`src/rtl/sdram_boot_refresh_pkg.sv`:
```
package sdram_boot_refresh_pkg;

  // Encoding order: {cs_n, ras_n, cas_n, we_n}
  typedef enum logic [3:0] {
    CMD_MRS = 4'b0000,
    CMD_REF = 4'b0001,
    CMD_PRE = 4'b0010,
    CMD_NOP = 4'b0111
  } sd_cmd_t;

  // Mode register contents: [6:4] CAS latency, [3] wrap order, [2:0] burst code
  function automatic logic [6:0] mode_bits(int cas_lat, int burst_len, bit interleave);
    logic [2:0] bcode;
    case (burst_len)
      1:       bcode = 3'd0;
      2:       bcode = 3'd1;
      4:       bcode = 3'd2;
      8:       bcode = 3'd3;
      default: bcode = 3'd7;  // full page
    endcase
    return {3'(cas_lat), interleave, bcode};
  endfunction

endpackage

```
`src/rtl/sdram_ref_tick.sv`:
```
module sdram_ref_tick #(
  parameter int INTERVAL = 1560
) (
  input  logic clk,
  input  logic rst,
  input  logic en,
  output logic tick
);
  localparam int W = (INTERVAL > 1) ? $clog2(INTERVAL) : 1;

  logic [W-1:0] cnt;

  assign tick = en && (cnt == W'(INTERVAL - 1));

  always_ff @(posedge clk) begin
    if (rst || !en)  cnt <= '0;
    else if (tick)   cnt <= '0;
    else             cnt <= cnt + 1'b1;
  end
endmodule

```
`src/rtl/sdram_ref_backlog.sv`:
```
module sdram_ref_backlog #(
  parameter int MAX_PEND = 8
) (
  input  logic clk,
  input  logic rst,
  input  logic clr,
  input  logic inc,
  input  logic dec,
  output logic owed
);
  localparam int PW = $clog2(MAX_PEND + 1);

  logic [PW-1:0] cnt;

  assign owed = (cnt != '0);

  always_ff @(posedge clk) begin
    if (rst || clr) begin
      cnt <= '0;
    end else begin
      case ({inc, dec})
        2'b10:   if (cnt != PW'(MAX_PEND)) cnt <= cnt + 1'b1;
        2'b01:   cnt <= cnt - 1'b1;
        default: cnt <= cnt;
      endcase
    end
  end
endmodule

```
`src/rtl/sdram_boot_refresh.sv`:
```
module sdram_boot_refresh
  import sdram_boot_refresh_pkg::*;
#(
  parameter int CLK_PER_US      = 100,
  parameter int CAS_LAT         = 3,
  parameter int BURST_LEN       = 8,
  parameter int WRAP_INTERLEAVE = 0,
  parameter int ADDR_W          = 12,
  parameter int MAX_PEND        = 8,
  parameter int INIT_REFS       = 8
) (
  input  logic              clk,
  input  logic              rst,
  input  logic              ref_gnt,
  input  logic              self_ref_req,
  output logic              sd_cs_n,
  output logic              sd_ras_n,
  output logic              sd_cas_n,
  output logic              sd_we_n,
  output logic [ADDR_W-1:0] sd_addr,
  output logic              sd_cke,
  output logic              init_done,
  output logic              ref_req,
  output logic              ref_busy
);
  localparam int INIT_WAIT    = 100 * CLK_PER_US;
  localparam int REF_INTERVAL = (156 * CLK_PER_US) / 10;
  localparam int TRC          = (75 * CLK_PER_US + 999) / 1000;
  localparam int TRP          = (30 * CLK_PER_US + 999) / 1000;
  localparam int CNT_W        = $clog2(INIT_WAIT + TRC + 3);
  localparam int ICNT_W       = $clog2(INIT_REFS + 1);
  localparam int ALL_BANK_BIT = 10;
  localparam logic [6:0] MODE_BITS =
    mode_bits(CAS_LAT, BURST_LEN, WRAP_INTERLEAVE != 0);
  localparam logic [ADDR_W-1:0] MRS_ADDR = {{(ADDR_W-7){1'b0}}, MODE_BITS};
  localparam logic [ADDR_W-1:0] PRE_ADDR = ADDR_W'(1) << ALL_BANK_BIT;

  typedef enum logic [3:0] {
    ST_PWR, ST_IPRE, ST_IREF, ST_MRS, ST_IDLE,
    ST_BURST, ST_SRPRE, ST_SELF, ST_SREXIT
  } seq_state_t;

  seq_state_t        state, state_n;
  logic [CNT_W-1:0]  cnt, cnt_n;
  logic [ICNT_W-1:0] icnt, icnt_n;
  sd_cmd_t           cmd_q, cmd_n;
  logic [ADDR_W-1:0] addr_q, addr_n;
  logic              cke_q, cke_n;
  logic              done_q, done_n;
  logic              busy_q, busy_n;
  logic              sr_q;
  logic              tick, owed, dec, clr, tick_en, req_w;

  assign tick_en = done_q && (state != ST_SELF) && (state != ST_SREXIT);
  assign req_w   = (state == ST_IDLE) && (owed || sr_q);

  sdram_ref_tick #(.INTERVAL(REF_INTERVAL)) u_tick (
    .clk (clk), .rst (rst), .en (tick_en), .tick (tick)
  );

  sdram_ref_backlog #(.MAX_PEND(MAX_PEND)) u_backlog (
    .clk (clk), .rst (rst), .clr (clr), .inc (tick), .dec (dec), .owed (owed)
  );

  always_comb begin
    state_n = state;
    cnt_n   = (cnt != '0) ? cnt - 1'b1 : cnt;
    icnt_n  = icnt;
    cmd_n   = CMD_NOP;
    addr_n  = '0;
    cke_n   = cke_q;
    done_n  = done_q;
    busy_n  = busy_q;
    dec     = 1'b0;
    clr     = 1'b0;
    case (state)
      ST_PWR: if (cnt == '0) begin
        cmd_n   = CMD_PRE;
        addr_n  = PRE_ADDR;
        cnt_n   = CNT_W'(TRP - 1);
        state_n = ST_IPRE;
      end
      ST_IPRE: if (cnt == '0) begin
        cmd_n   = CMD_REF;
        cnt_n   = CNT_W'(TRC - 1);
        icnt_n  = ICNT_W'(INIT_REFS - 1);
        state_n = ST_IREF;
      end
      ST_IREF: if (cnt == '0) begin
        if (icnt != '0) begin
          cmd_n  = CMD_REF;
          cnt_n  = CNT_W'(TRC - 1);
          icnt_n = icnt - 1'b1;
        end else begin
          cmd_n   = CMD_MRS;
          addr_n  = MRS_ADDR;
          cnt_n   = CNT_W'(1);
          state_n = ST_MRS;
        end
      end
      ST_MRS: if (cnt == '0) begin
        done_n  = 1'b1;
        state_n = ST_IDLE;
      end
      ST_IDLE: if (req_w && ref_gnt) begin
        cmd_n   = CMD_PRE;
        addr_n  = PRE_ADDR;
        cnt_n   = CNT_W'(TRP - 1);
        busy_n  = 1'b1;
        state_n = sr_q ? ST_SRPRE : ST_BURST;
      end
      ST_BURST: if (cnt == '0) begin
        if (owed) begin
          cmd_n = CMD_REF;
          cnt_n = CNT_W'(TRC - 1);
          dec   = 1'b1;
        end else begin
          busy_n  = 1'b0;
          state_n = ST_IDLE;
        end
      end
      ST_SRPRE: if (cnt == '0) begin
        cmd_n   = CMD_REF;
        cke_n   = 1'b0;
        clr     = 1'b1;
        state_n = ST_SELF;
      end
      ST_SELF: if (!sr_q) begin
        cke_n   = 1'b1;
        cnt_n   = CNT_W'(TRC + 1);
        state_n = ST_SREXIT;
      end
      ST_SREXIT: if (cnt == '0) begin
        busy_n  = 1'b0;
        state_n = ST_IDLE;
      end
      default: state_n = ST_PWR;
    endcase
  end

  always_ff @(posedge clk) begin
    if (rst) begin
      state  <= ST_PWR;
      cnt    <= CNT_W'(INIT_WAIT - 1);
      icnt   <= '0;
      cmd_q  <= CMD_NOP;
      addr_q <= '0;
      cke_q  <= 1'b1;
      done_q <= 1'b0;
      busy_q <= 1'b0;
      sr_q   <= 1'b0;
    end else begin
      state  <= state_n;
      cnt    <= cnt_n;
      icnt   <= icnt_n;
      cmd_q  <= cmd_n;
      addr_q <= addr_n;
      cke_q  <= cke_n;
      done_q <= done_n;
      busy_q <= busy_n;
      sr_q   <= self_ref_req;
    end
  end

  assign {sd_cs_n, sd_ras_n, sd_cas_n, sd_we_n} = cmd_q;
  assign sd_addr   = addr_q;
  assign sd_cke    = cke_q;
  assign init_done = done_q;
  assign ref_req   = req_w;
  assign ref_busy  = busy_q;
endmodule

```
`config.mk`:
```
export PLATFORM = sky130hd
export DESIGN_NAME = sdram_boot_refresh
export DESIGN_NICKNAME = d
export VERILOG_FILES = /design/src/rtl/sdram_boot_refresh_pkg.sv /design/src/rtl/sdram_ref_tick.sv /design/src/rtl/sdram_ref_backlog.sv /design/src/rtl/sdram_boot_refresh.sv
export SDC_FILE = /design/constraint.sdc
export NUM_CORES = 1
export LEC_CHECK = 0
export BUFFER_PORTS_ARGS = -buffer_cell sky130_fd_sc_hd__buf_2
export CAP_MARGIN = 30
export CORE_MARGIN = 2
export CORE_UTILIZATION = 60
export DETAILED_ROUTE_END_ITERATION = 7
export MAX_ROUTING_LAYER = met4
export PLACE_DENSITY = 0.8
export SLEW_MARGIN = 30
export SYNTH_ARGS = -nofsm -noshare
export SYNTH_HDL_FRONTEND = slang
export SYNTH_SLANG_ARGS = --single-unit
```
`constraint.sdc`:
```
create_clock -name clk -period 3.7 [get_ports clk]
set_input_delay 0.74 -clock clk [delete_from_list [all_inputs] [get_ports clk]]
set_output_delay 0.74 -clock clk [all_outputs]
set_load 0.1 [all_outputs]
```
== Yosys cells after proc, flatten, opt, wreduce, memory -nomap -nowiden ==
Index checks and enable logic that the tools add are counted.
Word-level totals
  register bits after elaboration: 57
  bits of input ports: 4
  word-level logic and storage cells: 122
Operators by class
  add/subtract/negate cells: 5
  equal/unequal tests: 27
  mux-type cells: 52
  reductions and logical operators: 27
Operators by type and width (count)
  2-to-1 mux 14 bit: 8
  one-hot mux 14 bit (6 select lines): 1
  2-to-1 mux 4 bit: 13
  one-hot mux 11 bit (3 select lines): 1
  one-hot mux 4 bit (8 select lines): 1
  2-to-1 mux 11 bit: 2
  2-to-1 mux 3 bit: 7
  != test 2 bit, second input constant: 10
  == test 4 x 3 -> 1 bit, second input constant: 4
  one-hot mux 4 bit (2 select lines): 2
  one-hot mux 3 bit (5 select lines): 1
  zero test 14 bit: 1
  nonzero test 14 bit: 1
  subtractor 14 x 1 -> 14 bit, second input constant: 1
  2-to-1 mux 6 bit: 2
  adder 11 x 1 -> 11 bit, second input constant: 1
  == test 11 bit, second input constant: 1
  2-to-1 mux 1 bit: 11
  AND reduction 10 bit: 1
  == test 4 x 2 -> 1 bit, second input constant: 2
  != test 4 bit, second input constant: 2
  nonzero test 4 bit: 2
  subtractor 4 x 1 -> 4 bit, second input constant: 2
  != test 2 x 1 -> 1 bit, second input constant: 3
  other kinds (20): 31

== Depth between registers and ports, before layout ==
  word-level depth: 7
  gate-level depth with buffers: 14
  mapped depth without buffers: 13

== Modules after synthesis ==
From an unflattened synthesis, not the netlist that was laid out.
Second synthesis, totals
  cells, all modules: 348
  area, all modules: 2811.4 sq um
Modules (own cells, without submodules)
  sdram_boot_refresh: instances 1, cells an instance 263, area an instance 2040.7 sq um
  sdram_ref_tick: instances 1, cells an instance 56, area an instance 494.2 sq um
  sdram_ref_backlog: instances 1, cells an instance 29, area an instance 276.5 sq um

== Worst setup path before layout ==
OpenSTA, ideal clock, no wires.
  path type: flip-flop to output port
  start: reg state[0]
  end: out ref_req
  data arrival time: 3.640 ns
  data required time: 2.960 ns
  setup slack: -0.680 ns
  stages on the path, launching flop included: 4
  path buffers: 2
  cells stage by stage: dfxtp_1 clkbuf_1 clkbuf_1 nor4_1
Between the ends
  cells in the longest elaborated chain, start to end: 2
Ends and longest elaborated chain
  start, declared: RTL line sdram_boot_refresh.sv:43  | seq_state_t state, state_n;
  start signal, assigned: RTL line sdram_boot_refresh.sv:153  | state <= state_n;
  == test 4 x 3 -> 1 bit: RTL line sdram_boot_refresh.sv:55  | assign req_w = (state == ST_IDLE) && (owed || sr_q);
  logical AND 1 bit: RTL line sdram_boot_refresh.sv:55
  end, declared: RTL line sdram_boot_refresh.sv:23  | output logic ref_req,
Every way passes these cells.

== Worst setup path in the final report ==
  start: reg state[3]
  end: reg u_backlog.cnt[3]
Between the ends
  cells in the longest elaborated chain, start to end: 7
Ends and longest elaborated chain
  != test 4 x 3 -> 1 bit: RTL line sdram_boot_refresh.sv:54  | assign tick_en = done_q && (state != ST_SELF) && (state != ST_SREXIT);
  logical AND 1 bit (2 in series): RTL line sdram_boot_refresh.sv:54
  logical AND 1 bit: RTL line sdram_ref_tick.sv:13  | assign tick = en && (cnt == W'(INTERVAL - 1));
  == test 2 bit or == test 2 x 1 -> 1 bit (tied branches): RTL line sdram_ref_backlog.sv:21  | case ({inc, dec})
  != test 2 x 1 -> 1 bit (no source line) or nonzero test 2 bit (tied branches)
  AND reduction 2 bit (no source line)
  end signal, assigned: RTL line sdram_ref_backlog.sv:22  | 2'b10: if (cnt != PW'(MAX_PEND)) cnt <= cnt + 1'b1;
  end signal, assigned: RTL line sdram_ref_backlog.sv:23  | 2'b01: cnt <= cnt - 1'b1;
  end signal, assigned: RTL line sdram_ref_backlog.sv:24  | default: cnt <= cnt;
  end, declared: RTL line sdram_ref_backlog.sv:13  | logic [PW-1:0] cnt;
Several ways; a longest one is shown, not always the timed one.
A chain may end at the register's enable or synchronous reset.

==> metrics.txt <==
dpl cells around 380; crit path capture type flip-flop; first-pass GRT wire length between 10,000 and 15,000 um; # IOs 24; synthesis-to-finish area growth 5.04%; clk_lat worst skew 0.30 ns; Worst R2R Setup Slack 0.80 ns; CP Launch Type flip-flop; hpwl dp approximately 4300 um; Synth Area in Compound Gates 0.158; CP Data Required Time 3.94 ns; DRC viols 0; Yosys warnings 0; worst r2r dst u_backlog.cnt[3]; RSZ-0062 raised after global routing false; cells on worst reg2reg path 11; sequential share of the synthesized area 0.331; number of max-cap violations 0; # resized after CTS 0; XOR/XNOR share of the synthesized area 0.0693; vias per cell 6.09; WL/cell 15.0 um; Fmax about 340 MHz; total grt overflow 0; number of distinct library cells after synthesis 66; Core Area roughly 4400 sq um; CTS tree built; worst hold path depth 1; Pwr Density ~300 nW/um^2; Worst Tran Pin Value around 0.72 ns; status finished, final reports clean; clk_skew 0.00929 ns; initial antenna violation count 0; hold_buf cts 0; worst hold slack 0.477 ns; largest net degree at the start of global routing 32; top cell type's share of synthesized area 0.331; CP Data Arrival Time 3.14 ns; Max Slew Vio Count 0; post-synth design cell area 2780 sq um; Rows 24; most frequent cells after synthesis 46 x dfxtp_1, 40 x nor2_1, 25 x nand2_1; Adder-Cell Fraction of Synth Area 0.0432; final setup TNS 0 ns; number of synthesized flops with an enable pin 0; die width 72.1 um; cell taking the most area after synthesis dfxtp_1; TritonCTS Sinks 46; Total GRT Usage 0.254; synthesized flop and latch total 46; top post-synthesis cells by area dfxtp_1 33%, nor2_1 5.4%, xor2_1 4.1%; RePlAce Congestion ~0.92; largest vdd supply drop around 0.0002 V; Tot Pwr around 0.88 mW; Final ANT Viol Nets 0; kind of critical path reg -> reg; final setup violating endpoints 0; RR Startpoint state[3]; Leak 1.09 nW; clock root cell clkbuf_8; min-delay src u_tick.cnt[0]; Post-CTS Repair Setup Buffers 0; final net count roughly 350; Vias around 2.4k; Hold Vio Cnt, Final 0; Max clock buf depth 2; combinational family with the most area after synthesis simple AND/OR/NAND/NOR gates; die area approximately 5200 sq um; initial drt markers approximately 400; H-tree levels 2; Post-synth top flop dfxtp_1; top-count cell post-synth dfxtp_1; final cell count without fillers approximately 400; Clock transition at path regs around 0.09 ns; Final Cycle Share 0.785; die height just over 70 um; share of post-route cells with drive strength above 1 0.124; Setup WS post-layout 0.795 ns; Initial Util 0.630; beginning of the critical path state[3]; Pre-antenna DRT Iters 4; Hold Crit Class reg -> reg; Mapped Avg Cell Area ~8.3 sq um; cts bufs inserted 5; simple-gate share of the synthesized area 0.300; Max-slew headroom 0.517; vias in the first global route between 2k and 2.5k; post-synthesis mux area share 0.0225; ant diodes 0; DP Worst Slack 0.841 ns; CP max FO 11; hold path endpoint u_tick.cnt[0]; Final Critical Period just under 3 ns; routed wire length between 5000 and 6000 um; Syn Inst Count 334; Async SR Flop Fraction 0; Port Buf Inserts 15
-- registers in the layout, indices dropped and copies added, names as in the netlist, 2 cells and up --
name,flops
cmd_q,3
cnt,14
icnt,4
sd_addr,2
state,4
u_backlog.cnt,4
u_tick.cnt,11
-- metrics by stage --
stage,instance area [sq um],utilization
finish,2920,0.662
global route,2920,0.662
CTS,2920,0.662
detailed placement,2830,0.640
global placement,2830,0.640
floorplan,2810,-
-- worst max path at each step --
stage                                   to  slack (ns)  depth (start not counted)
after CTS                 u_backlog.cnt[3]        0.81                         11
after floorplan                    ref_req        0.47                          3
after detailed placement  u_backlog.cnt[3]        0.84                         11
final                     u_backlog.cnt[3]        0.80                         11
after global routing      u_backlog.cnt[3]        0.52                         11
after global placement    u_backlog.cnt[3]        0.88                         11
-- cell families after synthesis --
kind of cell | count (synthesis)
AND/OR/NAND/NOR | 145
AO/OA/AOI/OAI | 65
buffers and inverters | 41
XOR/XNOR | 22
flip-flops | 46
other | 1
adder cells (fa/ha/maj) | 9
multiplexers | 5
-- routing by layer --
metal | wire [um] | vias to the layer above | GRT usage | share of wire
met5 | 0 | - | - | 0
met4 | 116 | 0 | 0.0860 | 0.020
met3 | 377 | 14 | 0.0639 | 0.064
met2 | 2600 | 84 | 0.362 | 0.44
met1 | 2780 | 1120 | 0.350 | 0.47
li1 | - | 1171 | - | -
-- critical path, stage by stage (launching register included) --
cell and delay, ns:
dfxtp_1 0.43, nor2b_1 0.51, nand2_1 0.24, nor3_2 0.30, nand2b_1 0.15, inv_1 0.10
ha_1 0.22, a21o_1 0.17, a21oi_1 0.24, nand4b_1 0.13, a21o_1 0.19, a31oi_1 0.15
-- final cells by class --
| class | instances | area [sq um] |
|---|---|---|
| clock buffers | 6 | 82.6 |
| clock inverters | 2 | 12.5 |
| fillers | 373 | 1490 |
| inverters | 13 | 48.8 |
| multi-input cells | 254 | 1690 |
| flip-flops and latches | 46 | 921 |
| well taps | 52 | 65.1 |
| repair buffers | 19 | 105 |
-- cell usage in the layout (no fill, tap or decap), drive strengths merged, types with 3 or more instances in the layout --
| cell type | count |
|---|---|
| a211oi | 5 |
| a21oi | 15 |
| a31oi | 4 |
| and2 | 3 |
| buf | 19 |
| clkbuf | 6 |
| conb | 8 |
| dfxtp | 46 |
| ha | 8 |
| inv | 13 |
| mux2i | 5 |
| nand2 | 25 |
| nand2b | 5 |
| nand3 | 11 |
| nand3b | 4 |
| nand4 | 4 |
| nand4b | 4 |
| nor2 | 41 |
| nor2b | 9 |
| nor3 | 14 |
| nor4 | 7 |
| o21ai | 13 |
| o21bai | 6 |
| or3 | 3 |
| xnor2 | 9 |
| xor2 | 13 |
-- where the power goes --
part           switching [mW]  total [mW]  internal, mW
logic                  0.0523      0.0635        0.0112
registers             0.00507       0.503         0.498
clock network           0.168       0.318         0.150
Note: power is estimated with default switching activity, not from simulation.
